<file path="src/rtl/i2c_tgt_pkg.sv">
`timescale 1ns/1ps
package i2c_tgt_pkg;

    // Byte-level protocol phases of the target engine
    typedef enum logic [3:0] {
        ST_IDLE,      // waiting for a start condition
        ST_ADDR,      // shifting in the device address byte
        ST_ADDR_ACK,  // acknowledge slot of the address byte
        ST_INDEX,     // shifting in the register index byte
        ST_INDEX_ACK, // acknowledge slot of the index byte
        ST_WDATA,     // shifting in a write data byte
        ST_WDATA_ACK, // acknowledge slot of a write data byte
        ST_RDATA,     // shifting out a read data byte
        ST_RACK,      // master acknowledge slot after a read byte
        ST_PARK       // ignoring the bus until start or stop
    } tgt_state_e;

    localparam int unsigned BYTE_W = 8;

endpackage

</file>
<file path="src/rtl/i2c_tgt_sync.sv">
`timescale 1ns/1ps
module i2c_tgt_sync #(
    parameter int unsigned STAGES = 2
) (
    input  logic clk,
    input  logic rst_n,
    input  logic scl_in,
    input  logic sda_in,
    output logic scl_s,
    output logic sda_s,
    output logic scl_rise,
    output logic scl_fall,
    output logic start_det,
    output logic stop_det
);

    localparam int unsigned LAST = STAGES - 1;

    typedef struct packed {
        logic [STAGES-1:0] scl_sh;
        logic [STAGES-1:0] sda_sh;
        logic              scl_prev;
        logic              sda_prev;
    } sync_t;

    sync_t q, d;

    // Synchroniser chains: stage 0 samples the pad, the last stage feeds logic
    always_comb begin
        d = q;
        d.scl_sh[0] = scl_in;
        d.sda_sh[0] = sda_in;
        for (int i = 1; i < STAGES; i++) begin
            d.scl_sh[i] = q.scl_sh[i-1];
            d.sda_sh[i] = q.sda_sh[i-1];
        end
        d.scl_prev = q.scl_sh[LAST];
        d.sda_prev = q.sda_sh[LAST];
    end

    always_ff @(posedge clk or negedge rst_n) begin
        if (!rst_n) begin
            q <= '{scl_sh: '1, sda_sh: '1, scl_prev: 1'b1, sda_prev: 1'b1};
        end else begin
            q <= d;
        end
    end

    assign scl_s     = q.scl_sh[LAST];
    assign sda_s     = q.sda_sh[LAST];
    assign scl_rise  =  scl_s & ~q.scl_prev;
    assign scl_fall  = ~scl_s &  q.scl_prev;
    // Bus conditions: data moves while clock stays high on both samples
    assign start_det = scl_s & q.scl_prev &  q.sda_prev & ~sda_s;
    assign stop_det  = scl_s & q.scl_prev & ~q.sda_prev &  sda_s;

endmodule

</file>
<file path="src/rtl/i2c_tgt_fsm.sv">
`timescale 1ns/1ps
module i2c_tgt_fsm
    import i2c_tgt_pkg::*;
#(
    parameter logic [6:0]  DEV_ADDR = 7'h28,
    parameter int unsigned REG_AW   = 8
) (
    input  logic                clk,
    input  logic                rst_n,
    input  logic                scl_s,
    input  logic                sda_s,
    input  logic                scl_rise,
    input  logic                scl_fall,
    input  logic                start_det,
    input  logic                stop_det,
    input  logic                nv_busy,
    output logic                pull_en,
    output logic [REG_AW-1:0]   reg_addr,
    output logic                reg_wr_stb,
    output logic [BYTE_W-1:0]   reg_wr_data,
    output logic                reg_rd_stb,
    input  logic [BYTE_W-1:0]   reg_rd_data,
    input  logic                reg_ok
);

    localparam int unsigned CNT_W    = $clog2(BYTE_W) + 1;
    localparam logic [CNT_W-1:0] LAST_BIT = CNT_W'(BYTE_W - 1);
    localparam logic [CNT_W-1:0] ALL_BITS = CNT_W'(BYTE_W);

    typedef struct packed {
        tgt_state_e        st;
        logic [CNT_W-1:0]  cnt;
        logic [BYTE_W-1:0] rx;
        logic [BYTE_W-1:0] tx;
        logic [REG_AW-1:0] idx;
        logic              rd_dir;
        logic              ack;
        logic              in_slot;
        logic              more;
        logic              pull;
    } fsm_t;

    fsm_t q, d;
    logic [BYTE_W-1:0] byte_in;
    logic              fetch;

    assign byte_in = {q.rx[BYTE_W-2:0], sda_s};

    always_comb begin
        d           = q;
        fetch       = 1'b0;
        reg_wr_stb  = 1'b0;
        reg_wr_data = byte_in;

        if (stop_det) begin
            d.st      = ST_IDLE;
            d.pull    = 1'b0;
            d.in_slot = 1'b0;
            d.more    = 1'b0;
        end else if (start_det) begin
            d.st      = ST_ADDR;
            d.cnt     = '0;
            d.pull    = 1'b0;
            d.in_slot = 1'b0;
            d.more    = 1'b0;
        end else begin
            unique case (q.st)
                ST_IDLE, ST_PARK: ;

                ST_ADDR, ST_INDEX, ST_WDATA: begin
                    if (scl_rise) begin
                        d.rx  = byte_in;
                        d.cnt = q.cnt + 1'b1;
                        if (q.cnt == LAST_BIT) begin
                            d.cnt = '0;
                            if (q.st == ST_ADDR) begin
                                d.rd_dir = byte_in[0];
                                d.ack    = (byte_in[BYTE_W-1:1] == DEV_ADDR) && !nv_busy;
                                d.st     = ST_ADDR_ACK;
                            end else if (q.st == ST_INDEX) begin
                                d.idx = REG_AW'(byte_in);
                                d.ack = 1'b1;
                                d.st  = ST_INDEX_ACK;
                            end else begin
                                reg_wr_stb = 1'b1;
                                d.ack      = reg_ok;
                                d.idx      = q.idx + 1'b1;
                                d.st       = ST_WDATA_ACK;
                            end
                        end
                    end
                end

                ST_ADDR_ACK, ST_INDEX_ACK, ST_WDATA_ACK: begin
                    if (scl_fall) begin
                        if (!q.in_slot) begin
                            d.in_slot = 1'b1;
                            d.pull    = q.ack;
                        end else begin
                            d.in_slot = 1'b0;
                            d.pull    = 1'b0;
                            d.cnt     = '0;
                            if (!q.ack) begin
                                d.st = ST_PARK;
                            end else if (q.st == ST_ADDR_ACK) begin
                                if (q.rd_dir) fetch = 1'b1;
                                else          d.st  = ST_INDEX;
                            end else begin
                                d.st = ST_WDATA;
                            end
                        end
                    end
                end

                ST_RDATA: begin
                    if (scl_rise) begin
                        d.cnt = q.cnt + 1'b1;
                    end else if (scl_fall) begin
                        if (q.cnt == ALL_BITS) begin
                            d.pull = 1'b0;
                            d.cnt  = '0;
                            d.st   = ST_RACK;
                        end else begin
                            d.tx   = {q.tx[BYTE_W-2:0], 1'b0};
                            d.pull = ~q.tx[BYTE_W-2];
                        end
                    end
                end

                ST_RACK: begin
                    if (scl_rise) begin
                        if (!sda_s) d.more = 1'b1;
                        else        d.st   = ST_PARK;
                    end else if (scl_fall && q.more) begin
                        d.more = 1'b0;
                        fetch  = 1'b1;
                    end
                end

                default: d.st = ST_IDLE;
            endcase
        end

        // Shared read fetch: sample the register, drive its MSB, step index
        if (fetch) begin
            d.tx   = reg_rd_data;
            d.pull = ~reg_rd_data[BYTE_W-1];
            d.idx  = q.idx + 1'b1;
            d.cnt  = '0;
            d.st   = ST_RDATA;
        end
    end

    assign reg_rd_stb = fetch;
    assign reg_addr   = q.idx;
    assign pull_en    = q.pull;

    always_ff @(posedge clk or negedge rst_n) begin
        if (!rst_n) begin
            q <= '{st: ST_IDLE, cnt: '0, rx: '0, tx: '0, idx: '0,
                   rd_dir: 1'b0, ack: 1'b0, in_slot: 1'b0, more: 1'b0, pull: 1'b0};
        end else begin
            q <= d;
        end
    end

    // the data-line enable only moves while the clock is low
    p_pull_moves_low_r10: assert property (@(posedge clk) disable iff (!rst_n)
        !$stable(q.pull) |-> !scl_s);

    // a write request is a single-cycle pulse
    p_wr_single_r5: assert property (@(posedge clk) disable iff (!rst_n)
        reg_wr_stb |=> !reg_wr_stb);

    // writes are committed only on a clock-high eighth-bit sample
    p_wr_clock_high_r11: assert property (@(posedge clk) disable iff (!rst_n)
        reg_wr_stb |-> scl_s);

    // read fetches happen in the low phase so the bit is ready before the rise
    p_rd_clock_low_r7: assert property (@(posedge clk) disable iff (!rst_n)
        reg_rd_stb |-> !scl_s);

    // a stop leaves the engine idle and the line released
    p_stop_idle_r2: assert property (@(posedge clk) disable iff (!rst_n)
        stop_det |=> (q.st == ST_IDLE && !q.pull));

endmodule

</file>
<file path="src/rtl/i2c_target_engine.sv">
`timescale 1ns/1ps
module i2c_target_engine #(
    parameter logic [6:0]  DEV_ADDR    = 7'h28,
    parameter int unsigned REG_AW      = 8,
    parameter int unsigned SYNC_STAGES = 2
) (
    input  logic              clk,
    input  logic              rst_n,
    input  logic              scl_in,
    input  logic              sda_in,
    output logic              sda_pull_en,
    input  logic              nv_busy,
    output logic [REG_AW-1:0] reg_addr,
    output logic              reg_wr_stb,
    output logic [7:0]        reg_wr_data,
    output logic              reg_rd_stb,
    input  logic [7:0]        reg_rd_data,
    input  logic              reg_ok
);

    logic scl_s, sda_s, scl_rise, scl_fall, start_det, stop_det;

    i2c_tgt_sync #(
        .STAGES(SYNC_STAGES)
    ) u_sync (
        .clk       (clk),
        .rst_n     (rst_n),
        .scl_in    (scl_in),
        .sda_in    (sda_in),
        .scl_s     (scl_s),
        .sda_s     (sda_s),
        .scl_rise  (scl_rise),
        .scl_fall  (scl_fall),
        .start_det (start_det),
        .stop_det  (stop_det)
    );

    i2c_tgt_fsm #(
        .DEV_ADDR (DEV_ADDR),
        .REG_AW   (REG_AW)
    ) u_fsm (
        .clk         (clk),
        .rst_n       (rst_n),
        .scl_s       (scl_s),
        .sda_s       (sda_s),
        .scl_rise    (scl_rise),
        .scl_fall    (scl_fall),
        .start_det   (start_det),
        .stop_det    (stop_det),
        .nv_busy     (nv_busy),
        .pull_en     (sda_pull_en),
        .reg_addr    (reg_addr),
        .reg_wr_stb  (reg_wr_stb),
        .reg_wr_data (reg_wr_data),
        .reg_rd_stb  (reg_rd_stb),
        .reg_rd_data (reg_rd_data),
        .reg_ok      (reg_ok)
    );

endmodule

</file>
<file path="config.mk">
export PLATFORM = sky130hd
export DESIGN_NAME = i2c_target_engine
export DESIGN_NICKNAME = d
export VERILOG_FILES = /design/src/rtl/i2c_tgt_pkg.sv /design/src/rtl/i2c_tgt_sync.sv /design/src/rtl/i2c_tgt_fsm.sv /design/src/rtl/i2c_target_engine.sv
export SDC_FILE = /design/constraint.sdc
export NUM_CORES = 1
export LEC_CHECK = 0
export BUFFER_PORTS_ARGS = -buffer_cell sky130_fd_sc_hd__buf_4
export CORE_ASPECT_RATIO = 1.75
export CORE_UTILIZATION = 57
export CTS_CLUSTER_DIAMETER = 200
export DETAILED_ROUTE_END_ITERATION = 12
export PLACE_DENSITY = 0.79
export SYNTH_ARGS = -nofsm -noshare
export SYNTH_HDL_FRONTEND = slang
export SYNTH_SLANG_ARGS = --single-unit
</file>
<file path="constraint.sdc">
create_clock -name clk -period 2.6 [get_ports clk]
set_input_delay 0.13 -clock clk [delete_from_list [all_inputs] [get_ports clk]]
set_output_delay 0.13 -clock clk [all_outputs]
set_load 0.02 [all_outputs]
</file>
; ---- Yosys cells after proc, flatten, opt, wreduce, memory -nomap -nowiden
; Index checks and enable logic that the tools add are counted.
[word_totals]
register_bits = 42
in_bits = 14
elab_cells = 162
[op_classes]
add_sub_neg = 2
eq_ne = 34
mux = 69
bitwise = 15
reduce_logical = 28
[op_table]
columns = operator, n
row1 = 8-bit two-way mux, 14
row2 = 5-bit by 4-bit inequality test with 1-bit output (second input constant), 7
row3 = 1-bit two-way mux, 32
row4 = 4-bit two-way mux, 8
row5 = 10-bit two-way mux, 3
row6 = 30-bit two-way mux, 1
row7 = 26-bit two-way mux, 1
row8 = 4-bit by 3-bit equality test with 1-bit output (second input constant), 5
row9 = 5-bit inequality test (second input constant), 4
row10 = 4-bit one-hot mux with 5 select lines, 1
row11 = 6-bit AND reduction, 3
row12 = 16-bit two-way mux, 1
row13 = 15-bit two-way mux, 1
row14 = 4-bit equality test (second input constant), 3
row15 = 4-bit inequality test (second input constant), 3
row16 = 4-bit one-hot mux with 3 select lines, 1
row17 = 11-bit AND reduction, 1
row18 = 2-bit inequality test (second input constant), 5
row19 = 2-bit nonzero test, 5
row20 = 5-bit nonzero test, 2
row21 = 3-bit two-way mux, 3
row22 = 3-bit nonzero test, 3
row23 = 8-bit by 1-bit adder with 8-bit output (second input constant), 1
row24 = 4-bit by 2-bit equality test with 1-bit output (second input constant), 2
row25 = 20 further kinds, 38

; ---- Depth between registers and ports, before layout
[logic_depth]
ltp_word = 10
mapped_depth = 8

; ---- By module
; Synthesis repeated with hierarchy kept, for this count alone.
[hier_totals]
hier_cells = 282
hier_area_um2 = 2612.5
[by_module_without_submodules]
columns = mod, instances, cells_per_inst, area_per_inst_um2, seq_area_each_um2
row1 = i2c_tgt_fsm, 1, 272, 2422.3, 875.8
row2 = i2c_tgt_sync, 1, 10, 190.2, 157.7

; ---- Worst setup path before layout
; No wires, ideal clock.
[synth_path]
kind = register -> register
from = register u_sync.q[1] (netlist bit)
to = register u_fsm.q[32] (netlist bit)
arrival_time_ps = 2004
required_ps = 2476
slack_ps = 472
stages_incl_launch_ff = 8
path_buffers = 1
period_less_slack_ps = 2128
cell_sequence = dfstp_2 > clkbuf_1 > nor2b_1 > o31ai_1 > a222oi_1 > o21bai_2 > and2_4 > a211o_1
[synth_between]
elab_chain_cells = 9
word_cells_on_any_way = 28
classes_between = eq/ne (6) / mux (11) / bitwise (8) / reduce/logical (3)
[synth_rtl]
columns = element, line_no
row1 = "start, declared", i2c_tgt_sync.sv:26  ; sync_t q, d;
row2 = "start signal, assigned", i2c_tgt_sync.sv:43  ; q <= '{scl_sh: '1, sda_sh: '1, scl_prev: 1'b1, sda_prev: 1'b1};
row3 = 1-bit bitwise AND, i2c_tgt_sync.sv:52  ; assign scl_fall = ~scl_s & q.scl_prev;
row4 = 1-bit logical AND, i2c_tgt_fsm.sv:134  ; end else if (scl_fall && q.more) begin
row5 = 1-bit two-way mux, i2c_tgt_fsm.sv:134
row6 = 1-bit two-way mux, i2c_tgt_fsm.sv:131  ; if (scl_rise) begin
row7 = 1-bit one-hot mux with 2 select lines, i2c_tgt_fsm.sv:67  ; unique case (q.st)
row8 = 1-bit two-way mux, i2c_tgt_fsm.sv:60  ; end else if (start_det) begin
row9 = 1-bit two-way mux, i2c_tgt_fsm.sv:55  ; if (stop_det) begin
row10 = 5-bit by 4-bit inequality test with 1-bit output (no source line) (tied with other cells), --
row11 = 7-bit AND reduction (no source line), --
row12 = "end signal, assigned", i2c_tgt_fsm.sv:160  ; q <= '{st: ST_IDLE, cnt: '0, rx: '0, tx: '0, idx: '0,
row13 = "end, declared", i2c_tgt_fsm.sv:43  ; fsm_t q, d;
; Several ways; a longest one is shown, not always the timed one. The select of a mux whose other input is x is not followed.
; A chain may end at the register's enable or synchronous reset.

; ---- Worst setup path after layout
[layout_path]
from = register u_fsm.q[29] (netlist bit)
to = register u_fsm.q[33] (netlist bit)
[layout_between]
elab_chain_cells = 3
word_cells_on_any_way = 5
classes_between = eq/ne (4) / reduce/logical (1)
[layout_rtl]
columns = element, line_no
row1 = 4-bit equality test / 4-bit by 3-bit equality test with 1-bit output (equally long branches), "i2c_tgt_fsm.sv:119, i2c_tgt_fsm.sv:74"
row2 = 5-bit by 4-bit inequality test with 1-bit output (no source line), --
row3 = 11-bit AND reduction (no source line) (*), --
; Mark *: on every way between the ends. The rest lies on a longest branch, timed or not.

==> results.json <==
{
  "place_area_um2": 2610,
  "insertion_delay_ps": 290,
  "p_leak_nw": 1.242,
  "whs_endpoint": "u_fsm.pull_en",
  "p_sw_w": 0.0007526,
  "final_common_cell": "buf_4",
  "switching_share_pct": 36.35,
  "postRouteAntennaNets": 0,
  "layout_setup_ws_ps": 352.6,
  "rsz0062_at_grt": "false",
  "grt_max_degree": 42,
  "max_cap_violations": 0,
  "timing.rr.start": "u_fsm.q[29]",
  "synth-seq-area-share_pct": 42.12,
  "path_class": "flop to flop",
  "ioPinCount": 33,
  "synth_ff_type": "dfrtp_1",
  "vias": 2093,
  "regArea_um2": 1033,
  "hold_class": "primary input to flop",
  "crit_path_end_kind": "flop",
  "synthArstFlopShare_pct": 100.0,
  "fin_area_um2": 2734,
  "cts_made_buffers": 5,
  "r2r_end": "u_fsm.q[33]",
  "place.gp.congestion": 0.8616,
  "clkPwrFrac_pct": 20.7,
  "synthCells": 270,
  "multi_input_area_um2": 1196,
  "area_growth_pct": 11.42,
  "required_ps": 2780,
  "route.detailed.drc": 0,
  "rows": 31,
  "synth.distinct_cells": 56,
  "place_ws_ps": 394.6,
  "tns_ps": 0,
  "worst_slew_pin_slew_ps": 513.9,
  "slew_headroom_pct": 65.74,
  "yosys_warnings": 0,
  "holdWs_ps": 17.87,
  "core-area_um2": 4111,
  "p_int_w": 0.001318,
  "die_area_um2": 4581,
  "min_path_cells": 2,
  "outcome": "finished, final reports clean",
  "setup_viol": 0,
  "diodes": 0,
  "arrival_ps": 2420,
  "max_freq_mhz": 445.0,
  "powerDensity_nw_per_um2": 757.2,
  "ir_drop_mv": 0.5437,
  "fin_cells": 340,
  "mostFrequentLayoutCells": "buf_4, dfrtp_1, nor2_1",
  "grt-ovfl-total": 0,
  "grt_pass1_wl_um": 8728,
  "post-route-period-util_pct": 86.44,
  "drtIter0Drc": 98,
  "die_h_um": 88.79,
  "clk_pin_slew_ps": 80,
  "pwr-share-comb_pct": 33.9,
  "seqPwrFrac_pct": 45.3,
  "hpwl_um": 4189,
  "num-fill-cells": 363,
  "cts_tree": "yes",
  "die_w_um": 51.60,
  "cts-resized-gates": 0,
  "ctsHoldBuffers": 3,
  "viasPerCell": 6.156,
  "final_hold_viol_count": 0,
  "cts-root-buf": "clkbuf_8",
  "worstSetupStartpointType": "flop",
  "avgRoutedWirePerCell_um": 16.61,
  "post-route-min-period_ps": 2247,
  "slew_violations": 0,
  "syn_nets": 287,
  "min_from": "reg_rd_data[7]",
  "syn_avg_cell_area_um2": 9.087,
  "grt_antenna_before_repair": 0,
  "dp.cells": 329,
  "clock_path_buffers": 2,
  "grt_usage_pct": 26.11,
  "skew_ps": 9.587,
  "synth_edf_count": 0,
  "port_buffers": 32,
  "drt_first_pass_iters": 4,
  "critPathMaxFanout": 5,
  "grt_pass1_vias": 1944,
  "r2r_cells": 7,
  "cts-htree-levels": 2,
  "ys_ff_latch": 41,
  "wirelength_um": 5649,
  "clock-sinks": 41,
  "r2r_slack_ps": 350,
  "start_util_pct": 59.68,
  "drive_above_1_share_pct": 21.99,
  "nets": 307,
  "syn_area_um2": 2454,
  "postCtsSetupBuffers": 0
}
per-stage QoR:
stage / util (%) / power [W]
floorplan: - / 0.001463
global placement: 63.48 / 0.001628
detailed placement: 63.48 / 0.001642
CTS: 66.49 / 0.002076
global route: 66.49 / 0.002193
finish: 66.49 / 0.002070
synthesized netlist by cell type, types with 2 or more instances:
cell | count | area (um^2)
nand3_1 | 11 | 55.05
o31ai_1 | 2 | 15.01
mux2i_1 | 5 | 50.05
nor2_1 | 29 | 108.9
o21ai_0 | 16 | 80.08
and3_1 | 4 | 25.02
a32oi_1 | 4 | 35.03
xnor2_1 | 2 | 17.52
o22ai_1 | 11 | 68.82
a31oi_1 | 3 | 18.77
nand2b_1 | 4 | 25.02
dfstp_2 | 6 | 157.7
clkbuf_1 | 6 | 22.52
a311oi_1 | 2 | 17.52
a21oi_1 | 19 | 95.09
nand2_1 | 21 | 78.83
nor3_1 | 5 | 25.02
inv_1 | 13 | 48.80
o211ai_1 | 3 | 22.52
a22oi_1 | 2 | 15.01
ha_1 | 3 | 37.54
buf_6 | 2 | 22.52
or3_1 | 2 | 12.51
mux2_2 | 8 | 90.09
dfrtp_1 | 35 | 875.8
nor3b_1 | 3 | 22.52
nor2b_1 | 4 | 25.02
buf_2 | 2 | 10.01
buf_4 | 16 | 120.1
worst max path at each step:
stage                 from          end  slack, ps  cells past startpoint
2_1_floorplan  u_sync.q[1]  u_fsm.q[32]        470                      7
3_3_place_gp   u_fsm.q[34]  u_fsm.q[33]        360                      6
3_5_place_dp   u_fsm.q[29]  u_fsm.q[33]        390                      7
4_1_cts        u_fsm.q[29]  u_fsm.q[33]        380                      7
5_1_grt        u_fsm.q[29]  u_fsm.q[33]        130                      7
6_report       u_fsm.q[29]  u_fsm.q[33]        350                      7
layout make-up:
cell class                      instances  area share (%)
Sequential cell                        41           37.80
Timing Repair Buffer                   39           10.98
Tap cell                               49           2.243
Clock inverter                          1          0.2746
Clock buffer                            7           3.158
Multi-Input combinational cell        190           43.75
Inverter                               13           1.785
sequential cells by signal, summed over array words and instances, names as in the netlist:
signal,flops
u_sync.q,2
u_sync.d,2
u_fsm.q,19
u_sync.scl_s,1
u_fsm.reg_addr,8
u_sync.sda_s,1
u_fsm.pull_en,1
u_fsm.reg_wr_data,7
power by group through the flow:
stage / clock network (W) / logic [W] / registers (W)
2_1_floorplan: 0 / 0.000580 / 0.000883
3_3_place_gp: 0 / 0.000685 / 0.000943
3_5_place_dp: 0 / 0.000697 / 0.000945
4_1_cts: 0.000438 / 0.000702 / 0.000936
5_1_grt: 0.000466 / 0.000772 / 0.000956
6_report: 0.000429 / 0.000703 / 0.000939
cell families (layout without fill, tap and decap cells):
family	Yosys count	in the layout	synth area share, %
AO/OA/AOI/OAI	75	75	20.25
XOR/XNOR	3	3	1.071
adder cells (fa/ha/maj)	3	3	1.530
buffers and inverters	39	60	9.128
flip-flops	41	41	42.12
multiplexers	14	14	6.171
AND/OR/NAND/NOR	95	95	19.73
routing by layer:
metal	global-route usage (%)	vias to the layer above	part of all wire, %
li1	-	992	-
met1	26.15	1005	38
met2	48.88	72	54
met3	4.811	24	3.6
met4	14.50	0	4.2
met5	0	-	0
worst max-delay path, stage by stage, from the launching register on:
cell and delay [ps]:
dfrtp_1 420, ha_1 210, nand3b_1 220, a32oi_1 300, nor4b_1 340, o21ai_0 130, and2_1 210, mux2_1 310
Note: power is estimated with default switching activity, not from simulation.
